[src/rtl/anc_pkg.sv]
package anc_pkg;
  localparam int WW = 10;
  localparam logic [WW-1:0] FLAG0 = 10'h000;
  localparam logic [WW-1:0] FLAG1 = 10'h3FF;
  localparam logic [WW-1:0] BLANK_C = 10'h200;
  localparam logic [WW-1:0] BLANK_Y = 10'h040;
  localparam int HDR_BACK = 4;

  typedef enum logic [2:0] {
    PS_SEARCH, PS_DID, PS_SDID, PS_COUNT, PS_BODY
  } pstate_t;

  function automatic logic [WW-1:0] blank_of(input logic chroma);
    return chroma ? BLANK_C : BLANK_Y;
  endfunction
endpackage

[src/rtl/anc_id_match.sv]
module anc_id_match #(
  parameter int NENT = 4
) (
  input  logic [7:0]        did,
  input  logic [7:0]        sdid,
  input  logic [8*NENT-1:0] t_did,
  input  logic [8*NENT-1:0] t_sdid,
  input  logic [NENT-1:0]   t_chk,
  input  logic [NENT-1:0]   t_vld,
  output logic              hit
);
  logic [NENT-1:0] ent_hit;

  for (genvar e = 0; e < NENT; e++) begin : g_ent
    assign ent_hit[e] = t_vld[e] && (t_did[8*e +: 8] == did) &&
                        (!t_chk[e] || (t_sdid[8*e +: 8] == sdid));
  end

  assign hit = (t_vld == '0) || (ent_hit != '0);
endmodule

[src/rtl/anc_pkt_parser.sv]
module anc_pkt_parser
  import anc_pkg::*;
(
  input  logic          clk,
  input  logic          rst,
  input  logic          en,
  input  logic          del_en,
  input  logic          v,
  input  logic [WW-1:0] w,
  input  logic          hit,
  output logic [7:0]    did_q,
  output logic          new_blank,
  output logic          retro
);
  pstate_t       st;
  logic [WW-1:0] h1, h2;
  logic [1:0]    seen;
  logic [8:0]    rem;
  logic          del_q;
  logic          flag_det;

  assign flag_det = (seen == 2'b11) && (h2 == FLAG0) && (h1 == FLAG1) && (w == FLAG1);

  always_comb begin
    retro     = 1'b0;
    new_blank = 1'b0;
    if (en && v) begin
      case (st)
        PS_SDID: begin
          retro     = del_en && hit;
          new_blank = del_en && hit;
        end
        PS_COUNT, PS_BODY: new_blank = del_q;
        default: ;
      endcase
    end
  end

  always_ff @(posedge clk) begin
    if (rst || !en) begin
      st    <= PS_SEARCH;
      seen  <= 2'b00;
      h1    <= '0;
      h2    <= '0;
      rem   <= '0;
      del_q <= 1'b0;
      did_q <= '0;
    end else if (v) begin
      case (st)
        PS_SEARCH: begin
          if (flag_det) begin
            st   <= PS_DID;
            seen <= 2'b00;
          end else begin
            h2   <= h1;
            h1   <= w;
            seen <= {seen[0], 1'b1};
          end
        end
        PS_DID: begin
          did_q <= w[7:0];
          st    <= PS_SDID;
        end
        PS_SDID: begin
          del_q <= del_en && hit;
          st    <= PS_COUNT;
        end
        PS_COUNT: begin
          rem <= {1'b0, w[7:0]} + 9'd1;
          st  <= PS_BODY;
        end
        PS_BODY: begin
          rem <= rem - 9'd1;
          if (rem == 9'd1) st <= PS_SEARCH;
        end
        default: st <= PS_SEARCH;
      endcase
    end
  end

  assert_no_mark_off_R1: assert property (@(posedge clk) disable iff (rst)
    !en |-> (!new_blank && !retro));
  assert_retro_needs_del_R2: assert property (@(posedge clk) disable iff (rst)
    retro |-> del_en);
  assert_retro_then_count_R7: assert property (@(posedge clk) disable iff (rst)
    retro |=> (st == PS_COUNT));
  assert_rem_bounded_R7: assert property (@(posedge clk) disable iff (rst)
    rem <= 9'd256);
endmodule

[src/rtl/anc_delay_line.sv]
module anc_delay_line
  import anc_pkg::*;
#(
  parameter int DEPTH = 8
) (
  input  logic          clk,
  input  logic          rst,
  input  logic          shift,
  input  logic [WW-1:0] din,
  input  logic          cin,
  input  logic          bin,
  input  logic          retro,
  output logic [WW-1:0] dout,
  output logic          cout,
  output logic          bout,
  output logic          full
);
  localparam int CW = $clog2(DEPTH + 1);

  logic [WW-1:0] wd [DEPTH];
  logic [DEPTH-1:0] ch, bk;
  logic [CW-1:0] cnt;

  always_ff @(posedge clk) begin
    if (shift) begin
      wd[0] <= din;
      for (int i = 1; i < DEPTH; i++) wd[i] <= wd[i-1];
    end
  end

  for (genvar i = 0; i < DEPTH; i++) begin : g_tag
    if (i == 0) begin : g_head
      always_ff @(posedge clk) begin
        if (rst) begin
          ch[0] <= 1'b0;
          bk[0] <= 1'b0;
        end else if (shift) begin
          ch[0] <= cin;
          bk[0] <= bin;
        end
      end
    end else begin : g_tail
      always_ff @(posedge clk) begin
        if (rst) begin
          ch[i] <= 1'b0;
          bk[i] <= 1'b0;
        end else if (shift) begin
          ch[i] <= ch[i-1];
          bk[i] <= bk[i-1] | (retro && (i <= HDR_BACK));
        end
      end
    end
  end

  always_ff @(posedge clk) begin
    if (rst) cnt <= '0;
    else if (shift && (cnt != CW'(DEPTH))) cnt <= cnt + 1'b1;
  end

  assign dout = wd[DEPTH-1];
  assign cout = ch[DEPTH-1];
  assign bout = bk[DEPTH-1];
  assign full = (cnt == CW'(DEPTH));

  assert_full_sticks_R6: assert property (@(posedge clk) disable iff (rst)
    full |=> full);
endmodule

[src/rtl/anc_blank_filter.sv]
module anc_blank_filter
  import anc_pkg::*;
#(
  parameter int NENT  = 4,
  parameter int DEPTH = 8
) (
  input  logic              clk,
  input  logic              rst,
  input  logic [9:0]        in_word,
  input  logic              in_valid,
  input  logic              in_chroma,
  input  logic              proc_en,
  input  logic              del_en,
  input  logic [8*NENT-1:0] flt_did,
  input  logic [8*NENT-1:0] flt_sdid,
  input  logic [NENT-1:0]   flt_sdid_chk,
  input  logic [NENT-1:0]   flt_vld,
  output logic [9:0]        out_word,
  output logic              out_valid
);
  logic [7:0]    did_q;
  logic          hit, new_blank, retro;
  logic [WW-1:0] dl_word;
  logic          dl_chroma, dl_blank, dl_full;
  logic          out_blk_q;

  anc_id_match #(.NENT(NENT)) u_match (
    .did(did_q), .sdid(in_word[7:0]),
    .t_did(flt_did), .t_sdid(flt_sdid), .t_chk(flt_sdid_chk), .t_vld(flt_vld),
    .hit(hit)
  );

  anc_pkt_parser u_parse (
    .clk(clk), .rst(rst), .en(proc_en), .del_en(del_en),
    .v(in_valid), .w(in_word), .hit(hit),
    .did_q(did_q), .new_blank(new_blank), .retro(retro)
  );

  anc_delay_line #(.DEPTH(DEPTH)) u_dly (
    .clk(clk), .rst(rst), .shift(in_valid),
    .din(in_word), .cin(in_chroma), .bin(new_blank), .retro(retro),
    .dout(dl_word), .cout(dl_chroma), .bout(dl_blank), .full(dl_full)
  );

  always_ff @(posedge clk) begin
    if (rst) begin
      out_word  <= '0;
      out_valid <= 1'b0;
      out_blk_q <= 1'b0;
    end else if (in_valid) begin
      out_valid <= dl_full;
      out_blk_q <= proc_en && dl_blank;
      out_word  <= (proc_en && dl_blank) ? blank_of(dl_chroma) : dl_word;
    end else begin
      out_valid <= 1'b0;
    end
  end

  assert_blank_value_R3: assert property (@(posedge clk) disable iff (rst)
    (out_valid && out_blk_q) |-> ((out_word == BLANK_C) || (out_word == BLANK_Y)));
  assert_empty_table_hits_R4: assert property (@(posedge clk) disable iff (rst)
    (flt_vld == '0) |-> hit);
  assert_out_follows_in_R6: assert property (@(posedge clk) disable iff (rst)
    out_valid |-> $past(in_valid));
endmodule

[config.mk]
export PLATFORM = sky130hd
export DESIGN_NAME = anc_blank_filter
export DESIGN_NICKNAME = d
export VERILOG_FILES = /design/src/rtl/anc_pkg.sv /design/src/rtl/anc_id_match.sv /design/src/rtl/anc_pkt_parser.sv /design/src/rtl/anc_delay_line.sv /design/src/rtl/anc_blank_filter.sv
export SDC_FILE = /design/constraint.sdc
export NUM_CORES = 1
export LEC_CHECK = 0
export BUFFER_PORTS_ARGS = -buffer_cell sky130_fd_sc_hd__buf_4
export CORE_ASPECT_RATIO = 0.9
export CORE_UTILIZATION = 51
export CTS_CLUSTER_DIAMETER = 200
export DETAILED_ROUTE_END_ITERATION = 8
export PLACE_DENSITY = 0.72
export SLEW_MARGIN = 20
export SYNTH_ARGS = -nofsm -noshare
export SYNTH_HDL_FRONTEND = slang
export SYNTH_SLANG_ARGS = --single-unit
[constraint.sdc]
create_clock -name clk -period 1.65 [get_ports clk]
set_clock_uncertainty 0.05 [all_clocks]
set_input_delay 0.33 -clock clk [delete_from_list [all_inputs] [get_ports clk]]
set_output_delay 0.33 -clock clk [all_outputs]
set_load 0.03 [all_outputs]
## Yosys cells after proc, flatten, opt, wreduce, memory -nomap -nowiden

Memory sizes are Yosys's and may differ from the RTL's.
Cells that the tools add are included.

- Bits of input ports: 88
- RAM bits: 80
- Register bits: 74
- Memories kept: 1

- Mux-type cells: 13
- Reduce and logical (&&, ||, !) cells: 39
- Bitwise logic cells: 6
- $add $sub $neg: 3
- Eq/ne operators: 20

Memories:

| memory | words | bits a word | read ports | clocked after Yosys merged registers in | write ports | line | text |
|---|---|---|---|---|---|---|---|
| u_dly.wd | 8 | 10 | 8 | 0 | 8 | anc_delay_line.sv:20 | `logic [WW-1:0] wd [DEPTH];` |

Operators with widths:

| cell | number |
|---|---|
| $eq 8x8->1 | 8 |
| $eq 10x10->1 const B | 2 |
| $mux 10 | 2 |
| $pmux 9 s2 | 1 |
| $logic_and 1x1->1 | 15 |
| $pmux 3 s5 | 1 |
| $logic_not 10->1 | 1 |
| $add 8x1->9 const B | 1 |
| $eq 9x1->1 const B | 1 |
| $sub 9x1->9 const B | 1 |
| $reduce_and 2->1 | 4 |
| $eq 3x2->1 const B | 2 |
| $logic_or 1x1->1 | 6 |
| $mux 3 | 2 |
| $reduce_and 3->1 | 2 |
| $logic_not 1->1 | 5 |
| $mux 1 | 5 |
| $add 4x1->4 const B | 1 |
| $eq 4x4->1 const B | 1 |
| $logic_not 4->1 | 1 |
| $ne 2x1->1 const B | 2 |
| $ne 4x4->1 const B | 1 |
| $or 1x1->1 | 4 |
| $reduce_bool 4->1 | 1 |
| other kinds (9) | 11 |

## Depth between registers and ports, before layout

Gate-level depths: netlist of run 1.

- Depth after elaboration: 9
- Mapped depth: 9
- Gate-level depth less buffers: 7

## By module

From an unflattened synthesis of run 1, not the netlist that was laid out.

- Cell total of the unflattened synthesis: 585
- Area, all modules: 6,616.3 um2

By module, submodules not included:

| module | area each (um2) | cells each | times used |
|---|---|---|---|
| anc_delay_line | 3,281.9 | 170 | 1 |
| anc_pkt_parser | 2,030.7 | 260 | 1 |
| anc_id_match | 863.3 | 106 | 1 |
| anc_blank_filter | 440.4 | 49 | 1 |

## Worst setup path before layout of run 1

OpenSTA, ideal clock, no wires.

- Path type: input-to-reg
- Start: input in_word[0]
- End: register u_parse.h2[2]
- Stages on the path: 8
- Setup slack: 0.010 ns
- Required time: 1.472 ns
- Arrival time: 1.462 ns
- Path through: ha_1 nand2_1 nor3_2 and4_1 nor2_2 buf_6 mux2i_1 nor2_1

- Cells in the longest elaborated chain, start to end: 4

RTL lines:

| element | line | text |
|---|---|---|
| start, declared | anc_blank_filter.sv:9 | `input logic [9:0] in_word,` |
| $eq 10x10->1 | anc_pkt_parser.sv:22 | `assign flag_det = (seen == 2'b11) && (h2 == FLAG0) && (h1 == FLAG1) && (w == FLAG1);` |
| $logic_and 1x1->1 | anc_pkt_parser.sv:22 |  |
| $not 1->1 (no line) | -- |  |
| $reduce_and 3->1 (no line) | -- |  |
| end signal, assigned | anc_pkt_parser.sv:44 | `h2 <= '0;` |
| end signal, assigned | anc_pkt_parser.sv:55 | `h2 <= h1;` |
| end, declared | anc_pkt_parser.sv:16 | `logic [WW-1:0] h1, h2;` |

No other way between the ends.
A chain may end at the register's enable or synchronous reset.

## Final worst setup path of run 1

- Start: register u_parse.h2[9]
- End: register u_parse.h1[7]

- Cells in the longest elaborated chain, start to end: 6

RTL lines:

| element | line | text |
|---|---|---|
| $logic_not 10->1 | anc_pkt_parser.sv:22 |  |
| $logic_and 1x1->1 (3 in a row) | anc_pkt_parser.sv:22 |  |
| $not 1->1 (no line) | -- |  |
| $reduce_and 3->1 (no line) | -- |  |
| end signal, assigned | anc_pkt_parser.sv:56 | `h1 <= w;` |
| end, declared | anc_pkt_parser.sv:16 |  |

No other way between the ends.

==> results.json, run 1 <==
{
  "grt_start_max_net_pins": 98,
  "slew_viol_final": 0,
  "synth_commonest_cells": "edfxtp_1, dfxtp_1, nor2_1, xor2_1, nand2_1",
  "path_clk_slew_ns": 0.06,
  "yosys.area.top_type_share": 0.370,
  "fin_ws_ns": -0.114,
  "via_count": 4425,
  "wl_per_cell_um": 15.6,
  "grt_pass1_vias": 4304,
  "rsz0062_at_grt": "true",
  "synthArstFlopShare": 0,
  "crit_fanout": 8,
  "finalNetCount": 774,
  "yosysSeqAreaShare": 0.599,
  "worst_pin_slew_ns": 0.468,
  "cts_root_buf": "clkbuf_16",
  "cap_violations": 0,
  "vias_per_cell": 5.18,
  "fmax_ghz": 0.567,
  "yosys.area.top_type": "edfxtp_1",
  "syn_nets": 643,
  "area_delta_synth_final_pct": 28.7,
  "drt_iter0_markers": 375,
  "cp.arrival_ns": 2.02,
  "first_pass_iters": 5,
  "portBuffers": 98,
  "tritoncts": "built",
  "dieArea_um2": 13200,
  "clock_latency_ns": 0.42,
  "hold_buffers": 0,
  "synthTopCellsByArea": "edfxtp_1, dfxtp_1, xor2_1",
  "synth.avg_cell_area_um2": 11.8,
  "start_util": 0.531,
  "crit_path_end_kind": "register",
  "ir_drop_mv": 0.878,
  "start_kind": "register",
  "synth.most_common_cell": "edfxtp_1",
  "wl_um": 13300,
  "synth-seq-cells": 154,
  "path_class": "register to register",
  "synth_flop_cell": "edfxtp_1",
  "violations": "setup timing",
  "drive_above_1_share": 0.311,
  "yosysWarnings": 0,
  "grt_antenna_before_repair": 0,
  "finalCriticalPeriod_ns": 1.76,
  "synth.distinct_cells": 53,
  "antenna_cells": 0,
  "placed_area_um2": 7550,
  "gp_congestion": 0.818,
  "htree_levels": 4,
  "tns_ns": -1.07,
  "core_um2": 12200,
  "utilization": 0.683,
  "setup_viol": 26,
  "cts_inserted_buffers": 17,
  "worstHoldPathType": "input pin to register",
  "rows": 38,
  "status": "finished with violations",
  "drc": 0,
  "leakagePower_nw": 3.31,
  "globalRouteTotalUtil": 0.209,
  "required_ns": 1.90,
  "slew_headroom": 0.688,
  "cts_buffer_depth": 2,
  "ioPinCount": 99,
  "synth_cells": 550,
  "powerDensity_nw_per_um2": 1040,
  "die_x_um": 121,
  "nFillCells": 877,
  "chipHeight_um": 109,
  "overflow": 0,
  "hpwl_um": 9200,
  "stdcell_area_um2": 8350,
  "dp_slack_ns": -0.233,
  "post-route-period-util": 1.07,
  "drtAntennaViolNets": 0,
  "cts_sinks": 154,
  "hold_viol_final": 0,
  "grt_pass1_wl_um": 20900,
  "syn_area_um2": 6490,
  "synth_edf_count": 80
}
[report_power, final]
part	total (mW)	leakage [nW]	switching [mW]	internal [mW]
registers	4.25	1.39	0.0529	4.19
logic	0.697	1.65	0.345	0.352
clock network	3.73	0.272	1.50	2.23
total	8.67	3.31	1.90	6.77
[registers in the layout, indices dropped and copies added, names as in the netlist]
| signal | cells |
|---|---|
| u_dly.bout | 1 |
| u_parse.did_q | 8 |
| u_parse.st | 3 |
| u_dly.wd | 80 |
| u_parse.rem | 9 |
| u_dly.cnt | 4 |
| u_dly.cout | 1 |
| out_word | 10 |
| u_parse.h2 | 10 |
| out_valid | 1 |
| u_dly.bk | 7 |
| u_parse.h1 | 10 |
| u_parse.seen | 2 |
| u_dly.ch | 7 |
| u_parse.del_q | 1 |
[placed cells by master, fill, tap and decap left out, drive strengths merged, types with 6 or more instances in the layout]
cell type	n
nor4	13
xor2	51
a21oi	31
o21ai	15
nor2	56
clkinv	7
buf	149
mux2i	36
dfxtp	74
xnor2	21
clkbuf	18
nand3	16
nor3	8
nand2b	10
edfxtp	80
nand2	40
nand4	7
inv	8
a22oi	6
[repair_timing]
| action | CTS | global route |
|---|---|---|
| gates resized for setup | 17 | 28 |
| gates cloned | 1 | 1 |
| pin swaps | 7 | 19 |
| endpoints found under the hold margin | 0 | 0 |
| endpoints found under the setup margin | 34 | 35 |
| setup buffers | 0 | 6 |
[cells by family after synthesis]
logic type / share of synthesized area
adders and majority gates: 0.00964
muxes: 0.0555
buffers and inverters: 0.0391
AOI/OAI and AO/OA: 0.0698
xor gates and xnor gates: 0.0972
and+or+nand+nor: 0.130
DFF: 0.599
[stage by stage]
step	instances	hold slack, ns	power [mW]
floorplan	550	0.350	4.64
global placement	814	0.350	4.98
detailed placement	814	0.355	5.01
CTS	847	0.122	8.75
global route	854	0.122	8.98
finish	854	0.131	8.67
[routing by layer]
layer	vias up	GRT usage	wire length [um]
met4	0	0.0776	196
met2	91	0.351	6870
met3	13	0.0523	472
met1	2121	0.261	5790
met5	-	0	0
li1	2200	-	-
[final timing paths]
path,slack [ns],to,start,depth (start not counted)
max,-0.11,u_parse.h1[7],u_parse.h2[9],7
min,0.13,u_dly.ch[0],in_chroma,3
max reg2reg,-0.11,u_parse.h1[7],u_parse.h2[9],7
min reg2reg,0.36,u_dly.wd[1][34],u_dly.wd[1][24],0
[critical path, stage by stage (launching register included)]
cell,delay (ns)
dfxtp_2,0.32
nand4b_1,0.19
nor4_2,0.31
and4_4,0.28
nor2_4,0.08
buf_12,0.15
mux2i_1,0.18
nor2_1,0.08
[area by class of cell]
cell class	instances	area (um^2)	area share
inverters	6	22.5	0.00270
flip-flops and latches	154	3920	0.469
well taps	160	200	0.0240
repair buffers	149	1180	0.142
clock buffers	18	429	0.0514
clock inverters	14	148	0.0177
multi-input cells	353	2450	0.293
(Power assumes the default switching activity.)
==> run 2: changes to the inputs <==
--- a/config.mk
+++ b/config.mk
@@ -7,10 +7,11 @@
 export LEC_CHECK = 0
 export BUFFER_PORTS_ARGS = -buffer_cell sky130_fd_sc_hd__buf_4
 export CORE_ASPECT_RATIO = 0.9
-export CORE_UTILIZATION = 51
+export CORE_MARGIN = 2
+export CORE_UTILIZATION = 57
 export CTS_CLUSTER_DIAMETER = 200
 export DETAILED_ROUTE_END_ITERATION = 8
-export PLACE_DENSITY = 0.72
+export PLACE_DENSITY = 0.76
 export SLEW_MARGIN = 20
 export SYNTH_ARGS = -nofsm -noshare
 export SYNTH_HDL_FRONTEND = slang
==> constraint.sdc (replaced) <==
create_clock -name clk -period 1.8 [get_ports clk]
set_clock_uncertainty 0.05 [all_clocks]
set_input_delay 0.36 -clock clk [delete_from_list [all_inputs] [get_ports clk]]
set_output_delay 0.36 -clock clk [all_outputs]
set_load 0.03 [all_outputs]
==> run 2 against run 1 <==
The flow still finishes with violations (setup timing). Register-to-register slack improved by 0.08 ns. Critical endpoint is now u_parse.h1[5]. First-iteration DRC count down 15%. Sequential power fell by 8.2%. Critical path depth unchanged. Die area fell by 7.0%. Cell count shrank 3.4%.
==> results.json, run 2 (same netlist as run 1, synthesis figures left out) <==
{
  "power_frac_seq": 0.470,
  "layout_commonest_cell": "buf_4",
  "hold_viol_final": 0,
  "grt_pass1_vias": 4373,
  "powerDensity_nw_per_um2": 1010,
  "rows": 36,
  "drive_above_1_share": 0.282,
  "cts_sinks": 154,
  "tns_ns": -0.164,
  "grt_pass1_wl_um": 21400,
  "globalRouteTotalUtil": 0.229,
  "swShare": 0.209,
  "rsz0062_at_grt": "true",
  "grt_antenna_before_repair": 0,
  "hold_buffers": 0,
  "largest_reg_flops": 80,
  "overflow": 0,
  "core_um2": 10900,
  "first_pass_iters": 4,
  "hpwl_um": 8870,
  "violations": "setup timing",
  "tritoncts": "built",
  "path_clk_slew_ns": 0.06,
  "gp_congestion": 0.818,
  "nFillCells": 742,
  "dp_cells": 791,
  "utilization": 0.750,
  "cts_buffer_depth": 2,
  "start_kind": "register",
  "drc": 0,
  "antenna_cells": 0,
  "via_count": 4424,
  "finalNetCount": 754,
  "area_delta_synth_final_pct": 26.5,
  "start_util": 0.593,
  "layout_common_cells": "buf_4, edfxtp_1, dfxtp_1, nor2_1, xor2_1",
  "top_register": "u_dly.wd",
  "switchingPower_mw": 1.73,
  "combPwrFrac": 0.075,
  "crit_path_end_kind": "register",
  "drt_iter0_markers": 319,
  "cap_violations": 0,
  "cp.arrival_ns": 2.07,
  "worst_pin_slew_ns": 0.375,
  "chipHeight_um": 105,
  "fin_cells": 825,
  "placed_area_um2": 7430,
  "route.met2.wl_um": 7120,
  "path_class": "register to register",
  "leakagePower_nw": 3.26,
  "cts_root_buf": "clkbuf_16",
  "grt_start_max_net_pins": 82,
  "finalCriticalPeriod_ns": 1.83,
  "post-route-period-util": 1.02,
  "die_x_um": 116,
  "crit_fanout": 5,
  "fmax_ghz": 0.546,
  "clock_latency_ns": 0.41,
  "required_ns": 2.04,
  "power.internal_mw": 6.57,
  "slew_headroom": 0.749,
  "stdcell_area_um2": 8210,
  "wl_met3_um": 590,
  "drtAntennaViolNets": 0,
  "setup_viol": 14,
  "ir_drop_mv": 0.902,
  "fin_ws_ns": -0.0325,
  "ioPinCount": 99,
  "hold_slack_ns": 0.0852,
  "highest-signal-layer": "met4",
  "status": "finished with violations",
  "wl_met1_um": 5880,
  "cts_inserted_buffers": 17,
  "wl_um": 13800,
  "htree_levels": 4,
  "vias_per_cell": 5.36,
  "wl_per_cell_um": 16.7,
  "worstHoldPathType": "input pin to register",
  "clkPwrFrac": 0.455,
  "portBuffers": 98,
  "dieArea_um2": 12300,
  "slew_viol_final": 0
}
run 2: cell count changes in the layout (fill, tap and decap cells not counted), moves of 4 or more:
cell | previous run | this run
buf_4 | 141 | 124
dfxtp_2 | 8 | 12
o21ai_1 | 4 | 0
o21ai_0 | 11 | 15
clkbuf_16 | 17 | 22
dfxtp_4 | 6 | 0
run 2: final timing paths:
path,startpoint,to,slack (ns),depth (start not counted)
worst max-delay path,u_parse.h2[9],u_parse.h1[5],-0.03,7
worst min-delay path,rst,u_dly.cnt[1],0.09,2
worst max register to register,u_parse.h2[9],u_parse.h1[5],-0.03,7
worst min register to register,u_dly.wd[1][1],u_dly.wd[1][11],0.36,0
run 2: area by class of cell:
type                    count  area (um^2)  share of cell area
well taps                 152          190              0.0232
flip-flops and latches    154         3900               0.475
repair buffers            129         1040               0.127
clock inverters             7         97.6              0.0119
multi-input cells         353         2410               0.294
clock buffers              24          547              0.0666
inverters                   6         22.5             0.00274
run 2: per-layer routing:
layer  GRT usage  up-vias
met5           0        -
met4      0.0867        0
met3      0.0466       21
met2       0.382      122
met1       0.294     2120
li1            -     2161
run 2: power groups by stage:
stage / Sequential (mW) / Clock [mW] / Combinational, mW
floorplan: 3.98 / 0 / 0.272
global placement: 3.96 / 0 / 0.587
detailed placement: 3.97 / 0 / 0.599
CTS: 3.90 / 3.82 / 0.605
global route: 3.91 / 3.96 / 0.673
finish: 3.90 / 3.78 / 0.619
run 2: repair_timing:
item                                    CTS  global route
buffers inserted                          0             1
resized for setup                         2            21
endpoints found under the setup margin    9            33
gates cloned                              0             2
pin swaps                                 0             8
run 2: worst max-delay path: stages (launching register included):
cell	delay, ns
dfxtp_1	0.32
nand4b_1	0.20
nor4_2	0.36
and4_4	0.29
nor2_4	0.07
clkbuf_16	0.17
mux2i_1	0.17
nor2_1	0.07
run 2: metrics by stage:
stage	power, mW	setup WS [ns]
floorplan	4.26	0.130
global placement	4.55	-0.192
detailed placement	4.57	-0.276
CTS	8.33	0.0213
global route	8.54	-0.112
finish	8.30	-0.0325
==> run 3: changes to the inputs <==
--- a/config.mk
+++ b/config.mk
@@ -8,10 +8,10 @@
 export BUFFER_PORTS_ARGS = -buffer_cell sky130_fd_sc_hd__buf_4
 export CORE_ASPECT_RATIO = 0.9
 export CORE_MARGIN = 2
-export CORE_UTILIZATION = 57
+export CORE_UTILIZATION = 40
 export CTS_CLUSTER_DIAMETER = 200
 export DETAILED_ROUTE_END_ITERATION = 8
-export PLACE_DENSITY = 0.76
+export PLACE_DENSITY = 0.56
 export SLEW_MARGIN = 20
 export SYNTH_ARGS = -nofsm -noshare
 export SYNTH_HDL_FRONTEND = slang
==> constraint.sdc (replaced) <==
create_clock -name clk -period 1.8 [get_ports clk]
set_clock_uncertainty 0.05 [all_clocks]
set_input_delay 0.36 -clock clk [delete_from_list [all_inputs] [get_ports clk]]
set_output_delay 0.36 -clock clk [all_outputs]
set_load 0.05 [all_outputs]
==> run 3 against run 2 <==
The run now ends clean. Design area barely moved. Core utilization fell by 24 points. Sequential power about the same. Sequential share of layout area shrank 0.089 points. Via count shrank 3.2%. Clock power shrank 5%. Sequential cell count did not move. Global-route usage decreased by 6.9 points. Critical path type unchanged. Highest routed layer unchanged.
==> results.json, run 3 (same netlist as run 1, synthesis figures left out) <==
{
  "rsz0062_at_grt": "true",
  "required_ns": 2.06,
  "htree_levels": 4,
  "grt_start_max_net_pins": 52,
  "gp_congestion": 0.768,
  "crit_fanout": 22,
  "portBuffers": 98,
  "clkPwrFrac": 0.443,
  "start_util": 0.405,
  "path_class": "register to register",
  "drtAntennaViolNets": 0,
  "grt_pass1_wl_um": 21700,
  "start_kind": "register",
  "path_clk_slew_ns": 0.06,
  "core_um2": 16000,
  "vias_per_cell": 4.84,
  "drc": 0,
  "dp_cells": 851,
  "worstHoldPathType": "input pin to register",
  "ioPinCount": 99,
  "layout_commonest_cell": "buf_4",
  "cap_violations": 0,
  "leakagePower_nw": 3.23,
  "globalRouteTotalUtil": 0.160,
  "drive_above_1_share": 0.272,
  "clock_latency_ns": 0.42,
  "rows": 44,
  "ir_drop_mv": 0.808,
  "wl_um": 13200,
  "hold_viol_final": 0,
  "fin_cells": 884,
  "cts_inserted_buffers": 17,
  "swShare": 0.212,
  "utilization": 0.513,
  "drt_iter0_markers": 257,
  "cts_root_buf": "clkbuf_16",
  "switchingPower_mw": 1.73,
  "overflow": 0,
  "finalCriticalPeriod_ns": 1.70,
  "post-route-period-util": 0.945,
  "grt_antenna_before_repair": 0,
  "combPwrFrac": 0.078,
  "grt_pass1_vias": 4316,
  "dieArea_um2": 17300,
  "powerDensity_nw_per_um2": 989,
  "power_frac_seq": 0.479,
  "layout_common_cells": "buf_4, edfxtp_1, dfxtp_1, nor2_1, xor2_1",
  "chipHeight_um": 125,
  "fmax_ghz": 0.588,
  "largest_reg_flops": 80,
  "power.internal_mw": 6.40,
  "via_count": 4282,
  "multi_input_area_um2": 2380,
  "nFillCells": 1390,
  "hpwl_um": 9250,
  "antenna_cells": 0,
  "status": "completed",
  "seq_area_um2": 3890,
  "crit_path_end_kind": "register",
  "first_pass_iters": 4,
  "area_delta_synth_final_pct": 26.6,
  "tritoncts": "built",
  "setup_viol": 0,
  "worst_pin_slew_ns": 0.416,
  "finalNetCount": 757,
  "cp.arrival_ns": 1.96,
  "cts_buffer_depth": 2,
  "top_register": "u_dly.wd",
  "slew_viol_final": 0,
  "die_x_um": 138,
  "slew_headroom": 0.723,
  "wl_per_cell_um": 14.9,
  "cts_sinks": 154
}
-- run 3: worst max-delay path, stage by stage, from the launching register on --
cell and delay [ns]:
dfxtp_1 0.31, nand4bb_1 0.20, nor4_1 0.28, and4_1 0.27
nor2_2 0.06, buf_12 0.17, mux2i_1 0.18, nor2_1 0.06
-- run 3: power groups by stage --
stage / Combinational [mW] / Sequential (mW) / Clock (mW)
finish: 0.634 / 3.90 / 3.60
global route: 0.691 / 3.91 / 3.84
CTS: 0.640 / 3.90 / 3.70
detailed placement: 0.638 / 3.97 / 0
global placement: 0.627 / 3.96 / 0
floorplan: 0.272 / 4.00 / 0
-- run 3: what timing repair did --
action	4_1_cts	5_1_grt
hold buffers	0	0
setup endpoints to repair	0	16
setup buffers	0	1
gates resized for setup	0	14
-- run 3: routing by layer --
metal	share of wire	GRT usage	vias up
met2	0.47	0.250	86
li1	-	-	2170
met3	0.037	0.0369	25
met4	0.024	0.0756	0
met1	0.47	0.211	2001
met5	0	0	-
-- run 3: path summary, 6_finish.rpt --
| check | to | from | slack (ns) | cells after the start |
|---|---|---|---|---|
| worst max-delay path | u_parse.h2[6] | u_parse.h2[8] | 0.1 | 7 |
| worst min register to register | u_dly.wd[0][12] | u_dly.wd[0][2] | 0.36 | 0 |
| worst max register to register | u_parse.h2[6] | u_parse.h2[8] | 0.1 | 7 |
| worst min-delay path | u_dly.wd[0][8] | in_word[8] | 0.11 | 1 |
-- run 3: metrics by stage --
step	power (mW)	instance area, um^2	setup slack (ns)	setup TNS, ns	hold WS, ns
floorplan	4.27	6490	0.130	0	0.350
global placement	4.59	7560	-0.175	-0.880	0.351
detailed placement	4.61	7560	-0.244	-1.31	0.355
CTS	8.24	8170	0.00179	0	0.0765
global route	8.43	8220	-0.0242	-0.0644	0.0864
finish	8.13	8220	0.0984	0	0.106
-- run 3: final cells by class --
type | instances | share of cell area
clock buffer | 23 | 0.0609
clock inverter | 9 | 0.0136
inverter | 6 | 0.00274
multi-input combinational | 353 | 0.289
sequential | 154 | 0.474
tap | 207 | 0.0315
timing repair buffer | 132 | 0.128
